===== src/rtl/tpg_pkg.sv =====
package tpg_pkg;
  localparam int PIX_W  = 12;
  localparam int PAT_AW = 9;
  localparam logic [1:0] MODE_TEST = 2'd2;

  typedef enum logic [1:0] {
    WS_12  = 2'd0,
    WS_10  = 2'd1,
    WS_8   = 2'd2,
    WS_12B = 2'd3
  } wsel_e;

  // Pattern value in 12-bit units for step k on lane ch.
  function automatic logic [PIX_W-1:0] pat12(input logic [PAT_AW-1:0] k,
                                             input logic [1:0] ch);
    logic [PIX_W-1:0] v;
    logic [1:0] g;
    g = k[3:2];
    if (!k[8])
      v = PIX_W'(k[7:0]);
    else if (k < 9'd496)
      v = 12'd3856 + PIX_W'(k[7:0]);
    else
      v = (12'd256 << g) + 12'd64 + PIX_W'({ch, 6'b0});
    return v;
  endfunction

  function automatic logic [PIX_W-1:0] scale_pix(input logic [PIX_W-1:0] v,
                                                 input wsel_e ws);
    logic [PIX_W-1:0] r;
    case (ws)
      WS_10:   r = v >> 2;
      WS_8:    r = v >> 4;
      default: r = v;
    endcase
    return r;
  endfunction
endpackage


===== src/rtl/tpg_line_ctrl.sv =====
module tpg_line_ctrl #(
  parameter int CNT_W = 14
) (
  input  logic             clk,
  input  logic             rst,
  input  logic             line_start,
  input  logic             adv,
  input  logic [CNT_W-1:0] pix_count,
  output logic             fire,
  output logic             valid_q
);
  logic [CNT_W-1:0] rem_q;

  // A start cycle never produces a pixel; the budget gates advances.
  assign fire = adv && !line_start && (rem_q != '0);

  always_ff @(posedge clk) begin
    if (rst) begin
      rem_q   <= '0;
      valid_q <= 1'b0;
    end else begin
      valid_q <= fire;
      if (line_start)
        rem_q <= pix_count;
      else if (fire)
        rem_q <= rem_q - 1'b1;
    end
  end
endmodule


===== src/rtl/tpg_chan.sv =====
module tpg_chan
  import tpg_pkg::*;
#(
  parameter int CH = 0
) (
  input  logic             clk,
  input  logic             rst,
  input  logic             line_start,
  input  logic             fire,
  input  logic             test_en,
  input  wsel_e            wsel,
  input  logic [PIX_W-1:0] sens,
  output logic [PIX_W-1:0] dout
);
  localparam logic [1:0] LANE = 2'(CH % 4);

  logic [PAT_AW-1:0] idx_q;
  logic [PIX_W-1:0]  pat;

  always_comb pat = scale_pix(pat12(idx_q, LANE), wsel);

  always_ff @(posedge clk) begin
    if (rst) begin
      idx_q <= '0;
      dout  <= '0;
    end else begin
      if (line_start)
        idx_q <= '0;
      else if (fire)
        idx_q <= idx_q + 1'b1;  // 9-bit wrap gives the 512-step repeat
      if (fire)
        dout <= test_en ? pat : sens;
    end
  end
endmodule


===== src/rtl/tpg_line.sv =====
module tpg_line
  import tpg_pkg::*;
#(
  parameter int NCH   = 4,
  parameter int CNT_W = 14
) (
  input  logic                 clk,
  input  logic                 rst,
  input  logic                 line_start,
  input  logic                 pix_adv,
  input  logic [1:0]           width_sel,
  input  logic [1:0]           out_mode,
  input  logic [CNT_W-1:0]     pix_count,
  input  logic [NCH*PIX_W-1:0] sens_data,
  output logic [NCH*PIX_W-1:0] pix_data,
  output logic                 pix_valid
);
  logic  fire;
  logic  test_en;
  wsel_e wsel;

  assign test_en = (out_mode == MODE_TEST);
  assign wsel    = wsel_e'(width_sel);

  tpg_line_ctrl #(.CNT_W(CNT_W)) u_ctrl (
    .clk       (clk),
    .rst       (rst),
    .line_start(line_start),
    .adv       (pix_adv),
    .pix_count (pix_count),
    .fire      (fire),
    .valid_q   (pix_valid)
  );

  for (genvar c = 0; c < NCH; c++) begin : g_ch
    tpg_chan #(.CH(c)) u_chan (
      .clk       (clk),
      .rst       (rst),
      .line_start(line_start),
      .fire      (fire),
      .test_en   (test_en),
      .wsel      (wsel),
      .sens      (sens_data[c*PIX_W +: PIX_W]),
      .dout      (pix_data[c*PIX_W +: PIX_W])
    );
  end
endmodule


===== config.mk =====
export PLATFORM = sky130hd
export DESIGN_NAME = tpg_line
export DESIGN_NICKNAME = d
export VERILOG_FILES = /design/src/rtl/tpg_pkg.sv /design/src/rtl/tpg_line_ctrl.sv /design/src/rtl/tpg_chan.sv /design/src/rtl/tpg_line.sv
export SDC_FILE = /design/constraint.sdc
export NUM_CORES = 1
export LEC_CHECK = 0
export BUFFER_PORTS_ARGS = -buffer_cell sky130_fd_sc_hd__clkbuf_2
export CAP_MARGIN = 30
export CORE_UTILIZATION = 45
export DETAILED_ROUTE_END_ITERATION = 16
export GPL_ROUTABILITY_DRIVEN = 0
export PLACE_DENSITY = 0.7
export RECOVER_POWER = 25
export REMOVE_ABC_BUFFERS = 1
export SYNTH_ARGS = -nofsm -noshare
export SYNTH_HDL_FRONTEND = slang
export SYNTH_SLANG_ARGS = --single-unit

===== constraint.sdc =====
create_clock -name clk -period 1.9 [get_ports clk]
set_input_delay 0.095 -clock clk [delete_from_list [all_inputs] [get_ports clk]]
set_output_delay 0.095 -clock clk [all_outputs]
set_load 0.005 [all_outputs]

==> impl_metrics.ini, run 1 <==
[status]
outcome = complete, but fails checks
violations = negative setup slack

[logic_synthesis]
synth_area_sq_mm = 0.00616
ys_seq_area_share_pct = 32.2
synth_top_area_share_pct = 32.2
synth.distinct_cells = 66
syn_area_per_cell_sq_um = 7.83
synth-main-ff-cell = dfxtp_1
synth-seq-cells = 99
ys.warnings.count = 0
synth_area_leaders = dfxtp_1, nand2_1, clkbuf_1
yosys.area.top_type = dfxtp_1
synth-edff-count = 0
netlist_instances = 787
synthArstFlopShare_pct = 0

[die]
dieHeight_um = 119
die_x_um = 119
die_area_sq_mm = 0.0142
start_util_pct = 46.3
fp-row-count = 42
core-area_sq_mm = 0.0133
ioPinCount = 119

[timing]
final_max_slew_viol_count = 0
setup_tns_ps = -4230
fin_crit_ps = 2040
finClkSkew_ps = 8.94
tightestPinTransition_ps = 511
whs_ps = 7.08
fin_ws_ps = -145
grt_setup_unrepaired = yes
finalHoldViolCount = 0
slew_headroom_pct = 65.9
fmax_mhz = 489
final-setup-viol-count = 62
fin_crit_sh_pct = 108

[final_layout]
fillers = 1161
finish.utilization_pct = 63.1
nets = 1045
diodes = 0
area_delta_synth_final_pct = 36.2
final_layout_size_suffix_gt1_share_pct = 30.8

[setup_path]
cp_slowest_cell = or3_4
worstPathRequired_ps = 2120
critPathBufInv = 4
rrSetupSlack_ps = -140
crit_family = buffers and inverters
r2r-end = g_ch[1].u_chan.dout[1]$_SDFFE_PP0P_
start_kind = flip-flop
reg2reg_from = u_ctrl.rem_q[8]$_SDFFE_PP0P_
crit_fanout = 12
critical_path_class = flip-flop to flip-flop
ff2ff_path_depth = 9
crit_path_cell_trace = or3_4 -> buf_4 -> nor4_4 -> buf_4 -> a21oi_4 -> buf_12 -> buf_12 -> o211ai_1 -> a21oi_1
endpoint_kind = flip-flop
arrival_ps = 2270
crit_start = u_ctrl.rem_q[8]$_SDFFE_PP0P_
slowest_delay_ps = 390

[clock_network]
clock_latency_ps = 360
cts_tree = built
clockBufferDepth = 2
cts.htree.levels = 3
root_buffer = clkbuf_16
cts.clk_slew.worst_paths_ps = 70
cts.sinks = 99
cts_buffers = 9

[grt]
gr-total-overflow = 0
grt_max_degree = 43
grt_pass1_vias = 6329
antenna_found_initial = 0
grt.total_usage_pct = 27.5
grt_pass1_wl_um = 31500

[detailed_routing]
drtAntennaViolNets = 0
via_count = 6789
drt_iter0_drc = 655
routed_via_density = 5.93
drc_errors = 0
wire_per_inst_um = 17.0
dr.pass1.iters = 5
wl_um = 19500

[power_and_ir_drop]
leakagePower_nw = 3.24
p_total_w = 0.00541
power_density_mw_per_mm2 = 644
peakVddDrop_mv = 0.362

[placement]
dp_hpwl_um = 13400
io_buffer_count = 118
dp_slack_ps = -234

[hold_path]
min_to = u_ctrl.rem_q[12]$_SDFFE_PP0P_
min_from = pix_count[12]
min_path_cells = 3
hold_path.class = input pin to flip-flop

[job]
max_cap_violations = 0
worst reg2reg max path: cells and delay by family, from the launching register on:
| family | cells | cell delay [ps] |
|---|---|---|
| simple gates | 2 | 600 |
| buf+inv | 4 | 690 |
| compound gates | 3 | 290 |
| flops | 1 | 320 |
registers in the layout, indices dropped and copies added (netlist names):
| register | cells |
|---|---|
| u_ctrl.valid_q | 1 |
| g_ch.u_chan.dout | 48 |
| g_ch.u_chan.idx_q | 36 |
| u_ctrl.rem_q | 14 |
timing repair:
| item | in CTS | in global routing |
|---|---|---|
| hold buffers | 16 | 0 |
| resized for setup | 34 | 39 |
| gates cloned | 2 | 1 |
| pin swaps | 6 | 23 |
| setup buffers | 11 | 2 |
| endpoints found under the setup margin | 86 | 87 |
| endpoints found under the hold margin | 16 | 0 |
how the worst max path moves through the flow:
stage	depth (start not counted)	end	slack, ps
finish	9	g_ch[1].u_chan.dout[1]$_SDFFE_PP0P_	-140
global route	7	g_ch[1].u_chan.dout[5]$_SDFFE_PP0P_	-190
CTS	7	g_ch[1].u_chan.dout[5]$_SDFFE_PP0P_	-100
detailed placement	6	g_ch[1].u_chan.dout[5]$_SDFFE_PP0P_	-230
global placement	6	g_ch[1].u_chan.dout[5]$_SDFFE_PP0P_	-190
floorplan	6	g_ch[0].u_chan.dout[4]$_SDFFE_PP0P_	-1400
cells in the mapped netlist (6+ instances only):
library cell / instances
a2111oi_0: 9
a211o_1: 7
a211oi_1: 23
a21oi_1: 54
a221o_1: 6
a221oi_1: 10
a311oi_1: 8
a31o_2: 6
a31oi_1: 14
a32oi_1: 8
buf_2: 6
clkbuf_1: 74
dfxtp_1: 99
ha_1: 11
inv_1: 14
nand2_1: 77
nand3_1: 27
nand4_1: 11
nor2_1: 74
nor2b_1: 13
nor3_1: 7
o2111ai_1: 8
o211ai_1: 27
o21ai_0: 39
o31ai_1: 10
or4_1: 6
xnor2_1: 26
xor2_1: 17
cell type report:
class                   instances  area, sq um  area share, %
clock inverters                 6         88.8           1.06
clock buffers                  10          229           2.73
well taps                     176          220           2.62
repair buffers                254         1830           21.8
multi-input cells             584         3980           47.4
inverters                      16         60.1          0.716
flip-flops and latches         99         1980           23.6
metal layers:
layer / vias to the layer above / GRT usage, % / routed length (um)
li1: 3287 / - / -
met1: 3195 / 36.5 / 8850
met2: 276 / 44.8 / 9160
met3: 31 / 4.69 / 1110
met4: 0 / 9.26 / 367
met5: - / 0 / 0
cells in the final DEF, fill, tap and decap left out, drive strengths merged, types with 5 or more instances in the layout:
cell	instances
buf	121
a311oi	8
a221o	6
nor2b	13
nor2	74
nand3	27
o2111ai	8
nand2	77
or4	6
o31ai	10
xnor2	26
a21oi	54
a211o	7
o21ai	41
a31o	6
a22o	5
and2	6
a32oi	8
xor2	17
o211ai	27
a31oi	14
o22ai	5
a2111oi	10
and3	5
nand4	11
nor3	7
a221oi	10
dfxtp	99
inv	15
a211oi	23
dlygate4sd3	16
clkbuf	127
ha	11
metrics by stage:
| step | instances | instance area, sq um |
|---|---|---|
| 4_1_cts | 1143 | 8250 |
| 3_3_place_gp | 1098 | 7500 |
| 2_1_floorplan | 699 | 5800 |
| 6_report | 1145 | 8390 |
| 5_1_grt | 1145 | 8390 |
| 3_5_place_dp | 1098 | 7500 |
power by group:
group	switching, W	internal [W]	total (W)
clock network	0.000847	0.00116	0.00200
logic	0.000612	0.000552	0.00116
registers	0.0000677	0.00217	0.00224
cells by family (layout without fill, tap and decap cells):
family / count (synthesis) / in the layout / share of synthesized area (%)
adder cells (fa/ha/maj): 11 / 11 / 2.23
flip-flops: 99 / 99 / 32.2
AND/OR/NAND/NOR: 251 / 251 / 20.0
AO/OA/AOI/OAI: 274 / 274 / 31.7
buffers and inverters: 104 / 286 / 6.88
multiplexers: 5 / 5 / 0.833
XOR/XNOR: 43 / 43 / 6.11
(Power assumes the default switching activity.)
==> inputs of run 2 (changes only) <==
--- a/config.mk
+++ b/config.mk
@@ -13,3 +13,3 @@
 export PLACE_DENSITY = 0.7
-export RECOVER_POWER = 25
+export RECOVER_POWER = 50
 export REMOVE_ABC_BUFFERS = 1
==> constraint.sdc (replaced) <==
create_clock -name clk -period 1.9 [get_ports clk]
set_input_delay 0.19 -clock clk [delete_from_list [all_inputs] [get_ports clk]]
set_output_delay 0.19 -clock clk [all_outputs]
set_load 0.005 [all_outputs]
==> run 2 against run 1 <==
  * The flow still finishes with violations (negative setup slack)
  * Utilization shrank 0.47 points
  * Via count grew 0.68%
  * Worst setup slack gained 10 ps
  * Total power shrank 3.2%
  * Worst hold slack gained 60 ps
  * Critical path depth shrank 3
  * Highest routed layer unchanged
==> impl_metrics.ini, run 2 (same netlist as run 1, synthesis figures left out) <==
[status]
outcome = complete, but fails checks
violations = negative setup slack

[power_and_ir_drop]
peakVddDrop_mv = 0.373
leakagePower_nw = 3.27
power_density_mw_per_mm2 = 628

[timing]
fmax_mhz = 491
grt_setup_unrepaired = yes
finalHoldViolCount = 0
finClkSkew_ps = 9.22
tightestPinTransition_ps = 482
fin_ws_ps = -135
fin_crit_sh_pct = 107
final_max_slew_viol_count = 0
fin_crit_ps = 2030
setup_tns_ps = -3930
final-setup-viol-count = 70
slew_headroom_pct = 67.0

[detailed_routing]
wl_um = 19600
routed_via_density = 5.98
dr.pass1.iters = 6
drtAntennaViolNets = 0
wire_per_inst_um = 17.2
via_count = 6835
drt_iter0_drc = 731
drc_errors = 0

[clock_network]
clockBufferDepth = 2
cts.htree.levels = 3
clock_latency_ps = 350
cts_tree = built
cts.sinks = 99
cts.clk_slew.worst_paths_ps = 70
root_buffer = clkbuf_16
cts_buffers = 9

[die]
fp-row-count = 42
core-area_sq_mm = 0.0133
die_x_um = 119
ioPinCount = 119
die_area_sq_mm = 0.0142
dieHeight_um = 119
start_util_pct = 46.3

[setup_path]
critical_path_class = flip-flop to flip-flop
worstPathRequired_ps = 2150
arrival_ps = 2290
start_kind = flip-flop
endpoint_kind = flip-flop
crit_fanout = 3

[job]
max_cap_violations = 0

[placement]
dp_hpwl_um = 13400
dp_slack_ps = -246
io_buffer_count = 118

[hold_path]
hold_path.class = input pin to flip-flop

[grt]
grt_pass1_vias = 5958
grt.total_usage_pct = 26.1
antenna_found_initial = 0
gr-total-overflow = 0
grt_pass1_wl_um = 29800
grt_max_degree = 43

[final_layout]
final_layout_size_suffix_gt1_share_pct = 31.4
largest_reg_flops = 48
regMostFlops = g_ch.u_chan.dout
area_delta_synth_final_pct = 35.2
fillers = 1152
diodes = 0
nets = 1045
final_cell_mix = clkbuf_2, buf_4, dfxtp_1, nand2_1, nor2_1
final_common_cell = clkbuf_2
reg_top3 = g_ch.u_chan.dout: 48 flops, g_ch.u_chan.idx_q: 36 flops, u_ctrl.rem_q: 14 flops
-- run 2: cell count changes in the layout (fill, tap and decap cells not counted), moves of 4 or more --
cell / previous run / this run
a21oi_1: 49 / 53
dlygate4sd3_1: 16 / 0
a21oi_2: 4 / 0
clkbuf_16: 9 / 13
buf_4: 99 / 110
o21ai_0: 26 / 30
-- run 2: critical path, stage by stage, from the launching register on --
cell	delay [ps]
dfxtp_1	310
or3_4	380
or4_4	450
o21ai_4	240
a2111oi_2	90
buf_4	160
a2111oi_2	300
-- run 2: metrics by stage --
stage | cell area (sq um) | hold WS (ps) | power, W | utilization (%) | cells
2_1_floorplan | 5800 | 259 | 0.00274 | - | 699
3_3_place_gp | 7580 | 435 | 0.00325 | 57.0 | 1111
3_5_place_dp | 7580 | 436 | 0.00327 | 57.0 | 1111
4_1_cts | 7980 | 68.6 | 0.00513 | 60.0 | 1126
5_1_grt | 8330 | 80.7 | 0.00545 | 62.6 | 1143
6_report | 8330 | 66.9 | 0.00523 | 62.6 | 1143
-- run 2: final cells by class --
type	instances	area [sq um]	share of cell area (%)
clock buffers	11	243	2.92
inverters	16	60.1	0.721
flip-flops and latches	99	1980	23.8
repair buffers	253	1820	21.9
clock inverters	3	40.0	0.481
well taps	176	220	2.64
multi-input cells	585	3960	47.5
-- run 2: final timing paths --
check	start	cells past startpoint	end	slack, ps
worst max-delay path	u_ctrl.rem_q[8]$_SDFFE_PP0P_	6	g_ch[2].u_chan.dout[6]$_SDFFE_PP0P_	-130
worst min-delay path	pix_count[1]	3	u_ctrl.rem_q[1]$_SDFFE_PP0P_	70
worst max register to register	u_ctrl.rem_q[8]$_SDFFE_PP0P_	6	g_ch[2].u_chan.dout[6]$_SDFFE_PP0P_	-130
worst min register to register	g_ch[1].u_chan.dout[1]$_SDFFE_PP0P_	2	g_ch[1].u_chan.dout[1]$_SDFFE_PP0P_	450
-- run 2: what timing repair did --
item,CTS,global route
endpoints found under the hold margin,0,0
endpoints found under the setup margin,80,93
setup buffers,1,11
gates cloned,0,6
resized for setup,26,40
hold buffers,0,0
pin swaps,5,8
-- run 2: metal layers --
metal / GRT usage [%] / vias to the layer above / routed length [um]
li1: - / 3296 / -
met1: 36.5 / 3204 / 8790
met2: 41.0 / 303 / 9080
met3: 2.73 / 32 / 1410
met4: 9.89 / 0 / 352
met5: 0 / - / 0
-- run 2: power breakdown --
group	internal, W	total (W)	switching (W)	leakage [nW]
clock	0.00104	0.00183	0.000790	0.141
sequential	0.00217	0.00224	0.0000651	0.809
combinational	0.000552	0.00117	0.000613	2.32
total	0.00376	0.00523	0.00147	3.27
==> inputs of run 3 (changes only) <==
SETUP_SLACK_MARGIN = 0.15   (was unset)
==> run 3 against run 2 <==
  * The run still ends with negative setup slack left
  * Count of clock-buffer cells in the layout did not move
  * Worst setup slack got worse by 2.6 ps
  * Cell area fell by 0.57%
==> impl_metrics.ini, run 3 (same netlist as run 1, synthesis figures left out) <==
[timing]
final_max_slew_viol_count = 0
fmax_mhz = 491
fin_crit_sh_pct = 107
finClkSkew_ps = 8.22
final-setup-viol-count = 58
fin_ws_ps = -137
finalHoldViolCount = 0
grt_setup_unrepaired = yes
slew_headroom_pct = 63.7
tightestPinTransition_ps = 545
fin_crit_ps = 2040

[die]
ioPinCount = 119
die_x_um = 119
core-area_sq_mm = 0.0133
die_area_sq_mm = 0.0142
start_util_pct = 46.3
fp-row-count = 42
dieHeight_um = 119

[final_layout]
final_layout_size_suffix_gt1_share_pct = 31.9
diodes = 0
area_delta_synth_final_pct = 34.4
finish.utilization_pct = 62.3
reg_top3 = g_ch.u_chan.dout: 48 flops, g_ch.u_chan.idx_q: 36 flops, u_ctrl.rem_q: 14 flops
largest_reg_flops = 48
final_cell_mix = clkbuf_2, buf_4, dfxtp_1, nand2_1, nor2_1
fillers = 1166
final_common_cell = clkbuf_2
regMostFlops = g_ch.u_chan.dout
instances_no_fill = 1134
nets = 1036

[setup_path]
ff2ff_path_depth = 6
start_kind = flip-flop
arrival_ps = 2290
reg2reg_from = u_ctrl.rem_q[8]$_SDFFE_PP0P_
crit_fanout = 3
endpoint_kind = flip-flop
critical_path_class = flip-flop to flip-flop
crit_start = u_ctrl.rem_q[8]$_SDFFE_PP0P_
rrSetupSlack_ps = -140
worstPathRequired_ps = 2150

[clock_network]
clock_latency_ps = 350
cts.clk_slew.worst_paths_ps = 70
cts.sinks = 99
cts.htree.levels = 3
root_buffer = clkbuf_16
cts_tree = built
clockBufferDepth = 2
cts-hold-fix-buffers = 0
cts_buffers = 9

[detailed_routing]
drtAntennaViolNets = 0
routed_via_density = 6.00
wire_per_inst_um = 17.1
drt_iter0_drc = 614
drc_errors = 0
via_count = 6803
wl_um = 19400
dr.pass1.iters = 5

[job]
max_cap_violations = 0

[power_and_ir_drop]
power_density_mw_per_mm2 = 631
p_total_w = 0.00523
peakVddDrop_mv = 0.373
leakagePower_nw = 3.22

[grt]
grt_pass1_wl_um = 30500
grt_pass1_vias = 6041
gr-total-overflow = 0
antenna_found_initial = 0
grt.total_usage_pct = 26.7
grt_max_degree = 43

[status]
violations = negative setup slack
outcome = complete, but fails checks

[hold_path]
min_from = sens_data[18]
hold_path.class = input pin to flip-flop
min_path_cells = 3

[placement]
io_buffer_count = 118
dp_hpwl_um = 13400
dp.cells = 1111
run 3: cell count changes in the layout (fill, tap and decap cells not counted), moves of 3 or more:
| cell | before | now |
|---|---|---|
| a211oi_1 | 22 | 18 |
| a211oi_2 | 1 | 5 |
| buf_6 | 12 | 6 |
| clkbuf_16 | 13 | 10 |
| nor2_1 | 71 | 68 |
| nor2_4 | 0 | 4 |
run 3: repair_timing:
action,4_1_cts,5_1_grt
gates resized for setup,59,21
buffers inserted,5,2
cloned,1,1
setup endpoints to repair,96,99
pin swaps,11,7
run 3: metal layers:
| layer | share of wire, % | GRT usage [%] | up-vias |
|---|---|---|---|
| li1 | - | - | 3277 |
| met1 | 45 | 37.2 | 3215 |
| met3 | 6.7 | 3.07 | 33 |
| met4 | 1.9 | 9.34 | 0 |
| met5 | 0 | 0 | - |
| met2 | 46 | 42.4 | 278 |
run 3: worst max-delay path: stages, from the launching register on:
cell and delay (ps):
dfxtp_1 310, or3_4 380, or4_4 450, o21ai_4 240, a2111oi_2 90, buf_4 150
a2111oi_2 300
run 3: final timing paths:
path	to
hold reg to reg	g_ch[1].u_chan.dout[1]$_SDFFE_PP0P_
hold / removal	g_ch[1].u_chan.dout[6]$_SDFFE_PP0P_
setup / recovery	g_ch[2].u_chan.dout[6]$_SDFFE_PP0P_
setup reg to reg	g_ch[2].u_chan.dout[6]$_SDFFE_PP0P_
run 3: where the power goes:
part           switching [W]  leakage (nW)  internal (W)
Combinational       0.000611          2.27      0.000538
Sequential         0.0000681         0.809       0.00217
Clock               0.000801         0.141       0.00104
run 3: area by class of cell:
type	instances	area [sq um]	area share (%)
Clock buffer	11	243	2.93
Clock inverter	3	40.0	0.484
Inverter	16	60.1	0.725
Multi-Input combinational cell	584	4020	48.5
Sequential cell	99	1980	23.9
Tap cell	176	220	2.66
Timing Repair Buffer	245	1720	20.7
run 3: through the flow:
step	setup WS [ps]	hold WS, ps	setup TNS, ps	instance area [sq um]
2_1_floorplan	-1400	259	-61890	5800
3_3_place_gp	-397	435	-5700	7580
3_5_place_dp	-246	436	-7480	7580
4_1_cts	-141	69.2	-2690	8150
5_1_grt	-217	80.8	-9250	8280
6_report	-137	69.0	-3360	8280
